===== src/rtl/pterm_pkg.sv =====
package pterm_pkg;
  typedef enum logic [1:0] {
    LIT_UNUSED = 2'b00,
    LIT_TRUE   = 2'b01,
    LIT_INV    = 2'b10,
    LIT_KILL   = 2'b11
  } lit_e;
endpackage


===== src/rtl/pterm_and_plane.sv =====
module pterm_and_plane #(
  parameter int N_IN   = 18,
  parameter int N_TERM = 20,
  localparam int TW    = 2 * N_IN
) (
  input  logic [N_IN-1:0]        in_i,
  input  logic [N_TERM*TW-1:0]   cfg_i,
  output logic [N_TERM-1:0]      term_o
);
  import pterm_pkg::*;

  for (genvar t = 0; t < N_TERM; t++) begin : g_term
    logic [N_IN-1:0] hit;
    for (genvar i = 0; i < N_IN; i++) begin : g_lit
      lit_e code;
      assign code = lit_e'(cfg_i[t*TW + 2*i +: 2]);
      always_comb begin
        unique case (code)
          LIT_UNUSED: hit[i] = 1'b1;
          LIT_TRUE:   hit[i] = in_i[i];
          LIT_INV:    hit[i] = ~in_i[i];
          default:    hit[i] = 1'b0;
        endcase
      end
    end
    assign term_o[t] = &hit;
  end
endmodule


===== src/rtl/pterm_out_cell.sv =====
module pterm_out_cell #(
  parameter int N_TERM = 20,
  parameter int N_CLK  = 3,
  localparam int IDX_W = $clog2(N_TERM),
  localparam int SEL_W = $clog2(N_CLK + 1)
) (
  input  logic              clk_i,
  input  logic              rst_i,
  input  logic [N_TERM-1:0] term_i,
  input  logic [N_TERM-1:0] or_mask_i,
  input  logic              xor_en_i,
  input  logic [IDX_W-1:0]  xor_idx_i,
  input  logic              reg_mode_i,
  input  logic [SEL_W-1:0]  clk_sel_i,
  input  logic [N_CLK-1:0]  gclk_en_i,
  output logic              y_o
);
  logic sum, xor_bit, d, tick, q;

  assign sum = |(term_i & or_mask_i);

  always_comb begin
    xor_bit = 1'b0;
    if (xor_en_i && int'(xor_idx_i) < N_TERM) xor_bit = term_i[xor_idx_i];
  end

  assign d = sum ^ xor_bit;

  always_comb begin
    tick = 1'b0;
    if (int'(clk_sel_i) < N_CLK) tick = gclk_en_i[clk_sel_i];
  end

  always_ff @(posedge clk_i) begin
    if (rst_i)     q <= 1'b0;
    else if (tick) q <= d;
  end

  assign y_o = reg_mode_i ? q : d;

  assert_reg_load_R8: assert property (@(posedge clk_i) disable iff (rst_i)
    tick |=> q == $past(d));
  assert_reg_hold_R8: assert property (@(posedge clk_i) disable iff (rst_i)
    !tick |=> $stable(q));
  assert_reg_reset_R9: assert property (@(posedge clk_i)
    rst_i |=> q == 1'b0);
endmodule


===== src/rtl/pterm_tile.sv =====
module pterm_tile #(
  parameter int N_ROUTE = 16,
  parameter int N_DED   = 2,
  parameter int N_TERM  = 20,
  parameter int N_OUT   = 4,
  parameter int N_CLK   = 3,
  localparam int N_IN   = N_ROUTE + N_DED,
  localparam int CFG_W  = 2 * N_IN,
  localparam int ADDR_W = $clog2(N_TERM + N_OUT),
  localparam int OSEL_W = $clog2(N_OUT),
  localparam int IDX_W  = $clog2(N_TERM),
  localparam int SEL_W  = $clog2(N_CLK + 1),
  localparam int XEN_B  = N_TERM,
  localparam int IDX_B  = N_TERM + 1,
  localparam int REG_B  = IDX_B + IDX_W,
  localparam int SEL_B  = REG_B + 1
) (
  input  logic              clk_i,
  input  logic              rst_i,
  input  logic              cfg_en_i,
  input  logic [ADDR_W-1:0] cfg_addr_i,
  input  logic [CFG_W-1:0]  cfg_data_i,
  input  logic [N_CLK-1:0]  gclk_en_i,
  input  logic [N_ROUTE-1:0] route_i,
  input  logic [N_DED-1:0]  ded_i,
  output logic [N_OUT-1:0]  out_o
);
  logic [CFG_W-1:0]        term_cfg [N_TERM];
  logic [CFG_W-1:0]        out_cfg  [N_OUT];
  logic [N_TERM*CFG_W-1:0] term_flat;
  logic [N_IN-1:0]         in_vec;
  logic [N_TERM-1:0]       terms;
  logic [ADDR_W-1:0]       oaddr;

  assign in_vec = {ded_i, route_i};
  assign oaddr  = cfg_addr_i - ADDR_W'(N_TERM);

  always_ff @(posedge clk_i) begin
    if (rst_i) begin
      for (int t = 0; t < N_TERM; t++) term_cfg[t] <= '0;
      for (int o = 0; o < N_OUT; o++)  out_cfg[o]  <= '0;
    end else if (cfg_en_i) begin
      if (int'(cfg_addr_i) < N_TERM)
        term_cfg[cfg_addr_i] <= cfg_data_i;
      else if (int'(cfg_addr_i) < N_TERM + N_OUT)
        out_cfg[oaddr[OSEL_W-1:0]] <= cfg_data_i;
    end
  end

  for (genvar t = 0; t < N_TERM; t++) begin : g_flat
    assign term_flat[t*CFG_W +: CFG_W] = term_cfg[t];
  end

  pterm_and_plane #(.N_IN(N_IN), .N_TERM(N_TERM)) u_and (
    .in_i(in_vec), .cfg_i(term_flat), .term_o(terms)
  );

  for (genvar o = 0; o < N_OUT; o++) begin : g_out
    pterm_out_cell #(.N_TERM(N_TERM), .N_CLK(N_CLK)) u_cell (
      .clk_i     (clk_i),
      .rst_i     (rst_i),
      .term_i    (terms),
      .or_mask_i (out_cfg[o][N_TERM-1:0]),
      .xor_en_i  (out_cfg[o][XEN_B]),
      .xor_idx_i (out_cfg[o][IDX_B +: IDX_W]),
      .reg_mode_i(out_cfg[o][REG_B]),
      .clk_sel_i (out_cfg[o][SEL_B +: SEL_W]),
      .gclk_en_i (gclk_en_i),
      .y_o       (out_o[o])
    );
  end

  assert_cfg_write_R10: assert property (@(posedge clk_i) disable iff (rst_i)
    (cfg_en_i && int'(cfg_addr_i) < N_TERM) |=> term_cfg[$past(cfg_addr_i)] == $past(cfg_data_i));
  assert_cfg_hold_R10: assert property (@(posedge clk_i) disable iff (rst_i)
    !cfg_en_i |=> $stable(term_flat));
  assert_cfg_reset_R9: assert property (@(posedge clk_i)
    rst_i |=> term_flat == '0);
endmodule


===== config.mk =====
export PLATFORM = sky130hd
export DESIGN_NAME = pterm_tile
export DESIGN_NICKNAME = d
export VERILOG_FILES = /design/src/rtl/pterm_pkg.sv /design/src/rtl/pterm_and_plane.sv /design/src/rtl/pterm_out_cell.sv /design/src/rtl/pterm_tile.sv
export SDC_FILE = /design/constraint.sdc
export NUM_CORES = 1
export LEC_CHECK = 0
export BUFFER_PORTS_ARGS = -buffer_cell sky130_fd_sc_hd__buf_2
export CORE_UTILIZATION = 34
export CTS_CLUSTER_DIAMETER = 60
export DETAILED_ROUTE_END_ITERATION = 8
export PLACE_DENSITY = 0.53
export RECOVER_POWER = 100
export SLEW_MARGIN = 20
export SYNTH_ARGS = -nofsm -noshare
export SYNTH_HDL_FRONTEND = slang
export SYNTH_HIERARCHICAL = 1
export SYNTH_SLANG_ARGS = --single-unit
export TNS_END_PERCENT = 30

===== constraint.sdc =====
create_clock -name clk_i -period 4 [get_ports clk_i]
set_input_delay 0.4 -clock clk_i [delete_from_list [all_inputs] [get_ports clk_i]]
set_output_delay 0.4 -clock clk_i [all_outputs]
set_load 0.02 [all_outputs]

Word-level counts from Yosys, hierarchy flattened
Memories as Yosys holds them, arrays and structs flattened.
Cells that the tools add are included.
{"block": "op_classes", "addsub": 1, "n_lt_le_gt_ge": 18, "eq_ne": 720, "n_mux": 405, "bitwise_logic": 26, "reduce_logical": 390}
{"operator": "1-bit one-hot mux with 3 select lines", "n": 360}
{"operator": "2-bit by 1-bit equality test with 1-bit output, second input constant", "n": 360}
{"operator": "2-bit equality test, second input constant", "n": 360}
{"operator": "2-bit zero test", "n": 360}
{"operator": "18-bit AND reduction", "n": 20}
{"operator": "20-bit AND", "n": 4}
{"operator": "20-bit OR reduction", "n": 4}
{"operator": "36-bit 2-to-1 mux", "n": 2}
{"operator": "36-bit OR reduction", "n": 2}
{"operator": "1-bit 2-to-1 mux", "n": 33}
{"operator": "5-bit < comparator, second input constant", "n": 6}
{"operator": "5-bit by 6-bit < comparator with 1-bit output, second input constant", "n": 4}
{"operator": "1-bit binary-select mux with 5-bit select", "n": 4}
{"operator": "1-bit NOT", "n": 18}
{"operator": "2-bit by 3-bit < comparator with 1-bit output, second input constant", "n": 4}
{"operator": "1-bit binary-select mux with 2-bit select", "n": 4}
{"operator": "2-bit < comparator, second input constant", "n": 4}
{"operator": "5-bit 2-to-1 mux", "n": 1}
{"operator": "1-bit logical AND", "n": 4}
{"operator": "1-bit XOR", "n": 4}
{"operator": "2-bit 2-to-1 mux", "n": 1}
{"operator": "2-bit by 1-bit subtractor with 2-bit output, second input constant", "n": 1}
{"block": "word_totals", "ff_bits": 4, "ramBits": 864, "inputBits": 65, "wordCells": 1566, "n_memories": 2}
{"memory": "term_cfg", "depth": 20, "word_bits": 36, "rd": 20, "rd_clocked_by_memory_dff": 0, "write_ports": 20, "line": "pterm_tile.sv:28", "source": "logic [CFG_W-1:0] term_cfg [N_TERM];"}
{"memory": "out_cfg", "depth": 4, "word_bits": 36, "rd": 4, "rd_clocked_by_memory_dff": 0, "write_ports": 4, "line": "pterm_tile.sv:29", "source": "logic [CFG_W-1:0] out_cfg [N_OUT];"}

Depth between registers and ports, before layout
{"block": "logic_depth", "ltp_word": 8, "mapped_depth": 11, "mapped_depth_nobuf": 10}

By module
Netlist, hierarchy kept.
{"module": "pterm_tile", "n_inst": 1, "cells_per_inst": 2068, "area_per_inst_um2": 32108.3}
{"module": "pterm_and_plane", "n_inst": 1, "cells_per_inst": 516, "area_per_inst_um2": 4718.3}
{"module": "pterm_out_cell", "n_inst": 4, "cells_per_inst": 47, "area_per_inst_um2": 430.4}

Least setup slack after synthesis
OpenSTA, ideal clock, no wires.
{"block": "synth_timing", "kind": "input-to-reg", "start": "in rst_i", "end": "mem term_cfg[0][0] (netlist bit) (enable)", "setup_ns": 0.479, "t_arrival_ns": 3.866, "setup_slack_ns": -0.345, "cell_stages": 4, "path_cell_list": "or4b_1 > buf_2 > buf_1 > o21ai_0"}
{"item": "from (decl)", "line": "pterm_tile.sv:19", "source": "input logic rst_i,"}
{"item": "to (decl)", "line": "pterm_tile.sv:28"}

==> summary.md <==
| Metric | Value |
|---|---|
| Arrival time at the worst endpoint | `around 4.3 ns` |
| Hpwl dp | `between 70 and 80 mm` |
| Largest net degree at the start of global routing | `115` |
| Vias per cell | `approximately 5.7` |
| Clock slew at reported path FFs | `0.06 ns` |
| Overflow after GRT | `0` |
| Hold_sp | `cfg_data_i[30]` |
| Die W | `~340 um` |
| Crit path launch | `cfg_addr_i[4]` |
| Area delta synth->final | `12.63%` |
| Site Rows | `roughly 120` |
| Slowest-stage cell, CP | `o21ai_0` |
| Placer congestion estimate | `roughly 0.8` |
| Leakage | `about 14 nW` |
| Setup Total Neg Slack | `-1.017 ns` |
| Routed Wire Length | `119.6 mm` |
| CTS tree | `built` |
| Max incr delay on CP | `roughly 1.2 ns` |
| Pwr dens | `roughly 470 nW/um^2` |
| GR Util All Layers | `between 20% and 30%` |
| First-pass detailed-route iteration total | `5` |
| Hold Path Class | `in2reg` |
| Port Buf Inserts | `68` |
| Netlist cell types | `50` |
| Clock period minus worst slack | `4.046 ns` |
| CP Capture Type | `flop` |
| Layout Nets | `between 2000 and 3000` |
| Antenna Nets Post-Route | `0` |
| Vias | `24880` |
| Peak Freq | `247.2 MHz` |
| Core Region | `around 110000 um^2` |
| DR DRC count | `0` |
| CTS buffer count | `between 90 and 100` |
| RSZ-0062 raised after global routing | `true` |
| Die height | `338.7 um` |
| Maximum vdd drop | `slightly below 300 uV` |
| DRT iter0 DRCs | `2687` |
| Filler cells | `between 10000 and 15000` |
| Crit-path max FO | `28` |
| Hold WS | `between 0.1 and 0.15 ns` |
| Crit Path Class | `in2reg` |
| Commonest non-fill, non-tap cell in the layout | `edfxtp_1` |
| Top_reg_cell synth | `edfxtp_1` |
| Setup-violating endpoint count in the final report | `28` |
| Clk_skew | `0.01938 ns` |
| Highest-count cells in the layout ignoring fill and taps | `836 x edfxtp_1, 802 x nor3_1, 365 x mux2i_1` |
| Layout cell share with drive strength beyond 1 | `around 15%` |
| Worst setup SP type | `primary input` |
| Ys Warns | `6` |
| Htree depth | `3` |
| DIE AREA | `114700 um^2` |
| CTS root buffer | `clkbuf_16` |
| Ant diodes | `0` |
| Clock sink total | `840` |
| First-pass GRT wire length | `171.8 mm` |
| Failing checks | `capacitance limit, slew limit, setup timing` |
| Async S/R FF share, synth | `0%` |
| Max-cap violation count | `12` |
| Final Hold Violating Endpoints | `0` |
| Final critical-path share of the clock period | `101.1%` |
| # IOs | `69` |
| Outcome | `complete, but fails checks` |
| Post-Syn Instances | `2772` |
| Synth Area per Inst | `~14 um^2` |
| Post-synthesis instance area | `between 30000 and 40000 um^2` |
| CP cell instances | `clkbuf_1 -> or3b_1 -> o21ai_0 -> clkbuf_4` |
| Slew Limit Fails | `approximately 360` |
| Vias in the first global route | `roughly 25000` |
| Post-synth EDFFs | `between 800 and 900` |
| Sequential area share after synthesis | `between 60% and 70%` |
| Reg2Reg Launch Point | `term_cfg[15][9]` |
| Worst skew pair latency | `between 0.6 and 0.7 ns` |
| Relative slew slack | `-26.42%` |
| Starting Density | `between 30 and 40%` |
| Initial antenna violation count | `9` |
| Yosys reg bits | `840` |
| Data required, critical path | `approximately 4.3 ns` |
| Wire per inst | `27.29 um` |
| Net count after synthesis | `around 2800` |
| Worst-margin pin slew | `around 1.9 ns` |
| Setup WS post-layout | `-0.04594 ns` |
| Max Root-Sink Buffers | `3` |
==> worst max-delay path: cells and delay by family <==
kind | cells | cell delay [ns]
AOI/OAI and AO/OA | 1 | 1.22
buffers and inverters | 2 | 1.71
and+or+nand+nor | 1 | 0.95
==> layout make-up <==
class | instances | area, um^2 | share of cell area, %
inverters | 47 | 176.4 | 0.4064
multi-input cells | 1607 | 11510 | 26.51
clock buffers | 124 | 2601 | 5.992
clock inverters | 46 | 436.7 | 1.006
well taps | 1500 | 1877 | 4.323
flip-flops and latches | 840 | 25180 | 58.01
repair buffers | 218 | 1633 | 3.761
==> where the power goes <==
| part | internal [mW] | total (mW) | switching [mW] |
|---|---|---|---|
| sequential | 10.2 | 10.3 | 0.150 |
| combinational | 0.377 | 1.49 | 1.12 |
| clock | 5.07 | 8.63 | 3.56 |
| total | 15.6 | 20.4 | 4.82 |
==> timing repair <==
action                                 in CTS  in global routing
hold buffers                                0                  0
gates resized for setup                    25                 16
pin swaps                                   6                  6
endpoints found under the hold margin       0                  0
setup endpoints to repair                   4                  4
setup buffers                               9                  4
==> layer usage <==
metal / track usage [%] / part of all wire (%)
met1: 29.20 / 44
met2: 30.72 / 44
met3: 5.159 / 9.0
met4: 5.995 / 2.8
met5: 0 / 0.022
==> synthesized netlist by cell type, types with 5 or more instances <==
cell type,number,share of area [%]
o21ai_1,8,0.10
nor2b_1,6,0.097
a221oi_1,8,0.18
and4_1,20,0.45
nor3_1,670,8.7
inv_1,47,0.46
buf_6,24,0.70
mux2i_1,368,9.6
nor3_2,150,3.9
and3_1,12,0.19
nand3b_1,35,0.68
edfxtp_1,836,65
a22oi_1,32,0.62
buf_2,66,0.86
nor3b_1,5,0.097
nand3_1,21,0.27
nand2b_1,37,0.60
mux4_1,16,1.1
clkbuf_1,176,1.7
mux2_2,8,0.23
nor4_2,20,0.65
nand4_1,65,1.1
nor2_1,18,0.18
nand4b_1,7,0.16
buf_1,11,0.11
nand2_1,20,0.19
o21ai_0,16,0.21
a31oi_1,8,0.13
==> path summary, 6_finish.rpt <==
path | to | slack (ns) | cells after the start
worst max-delay path | term_cfg[16][32] | -0.05 | 4
worst min-delay path | term_cfg[7][30] | 0.11 | 2
worst max register to register | g_out[1].u_cell/q | 1.24 | 12
worst min register to register | g_out[2].u_cell/q | 0.66 | 3
==> state kept, by name (all words and copies together) (netlist names) <==
name / cells
g_out.u_cell/q: 4
out_cfg: 116
term_cfg: 720
==> stage by stage <==
| step | utilization (%) | std cells | total power [mW] | worst slack [ns] | cell area [um^2] |
|---|---|---|---|---|---|
| floorplan | - | 2772 | 11.33 | -0.2932 | 38550 |
| global placement | 36.54 | 4199 | 11.98 | -0.2175 | 41110 |
| detailed placement | 36.54 | 4199 | 12.02 | -0.2552 | 41110 |
| CTS | 39.40 | 4378 | 20.60 | -0.002139 | 44330 |
| global route | 38.59 | 4382 | 20.97 | -0.1089 | 43420 |
| finish | 38.59 | 4382 | 20.44 | -0.04594 | 43420 |
==> logic make-up after synthesis <==
group / share of synthesized area (%)
muxes: 10.88
xor gates and xnor gates: 0.09087
buffers and inverters: 3.888
AOI/OAI and AO/OA: 1.870
DFF: 65.33
and+or+nand+nor: 17.94
No activity file was read; power rests on OpenSTA's default activity.
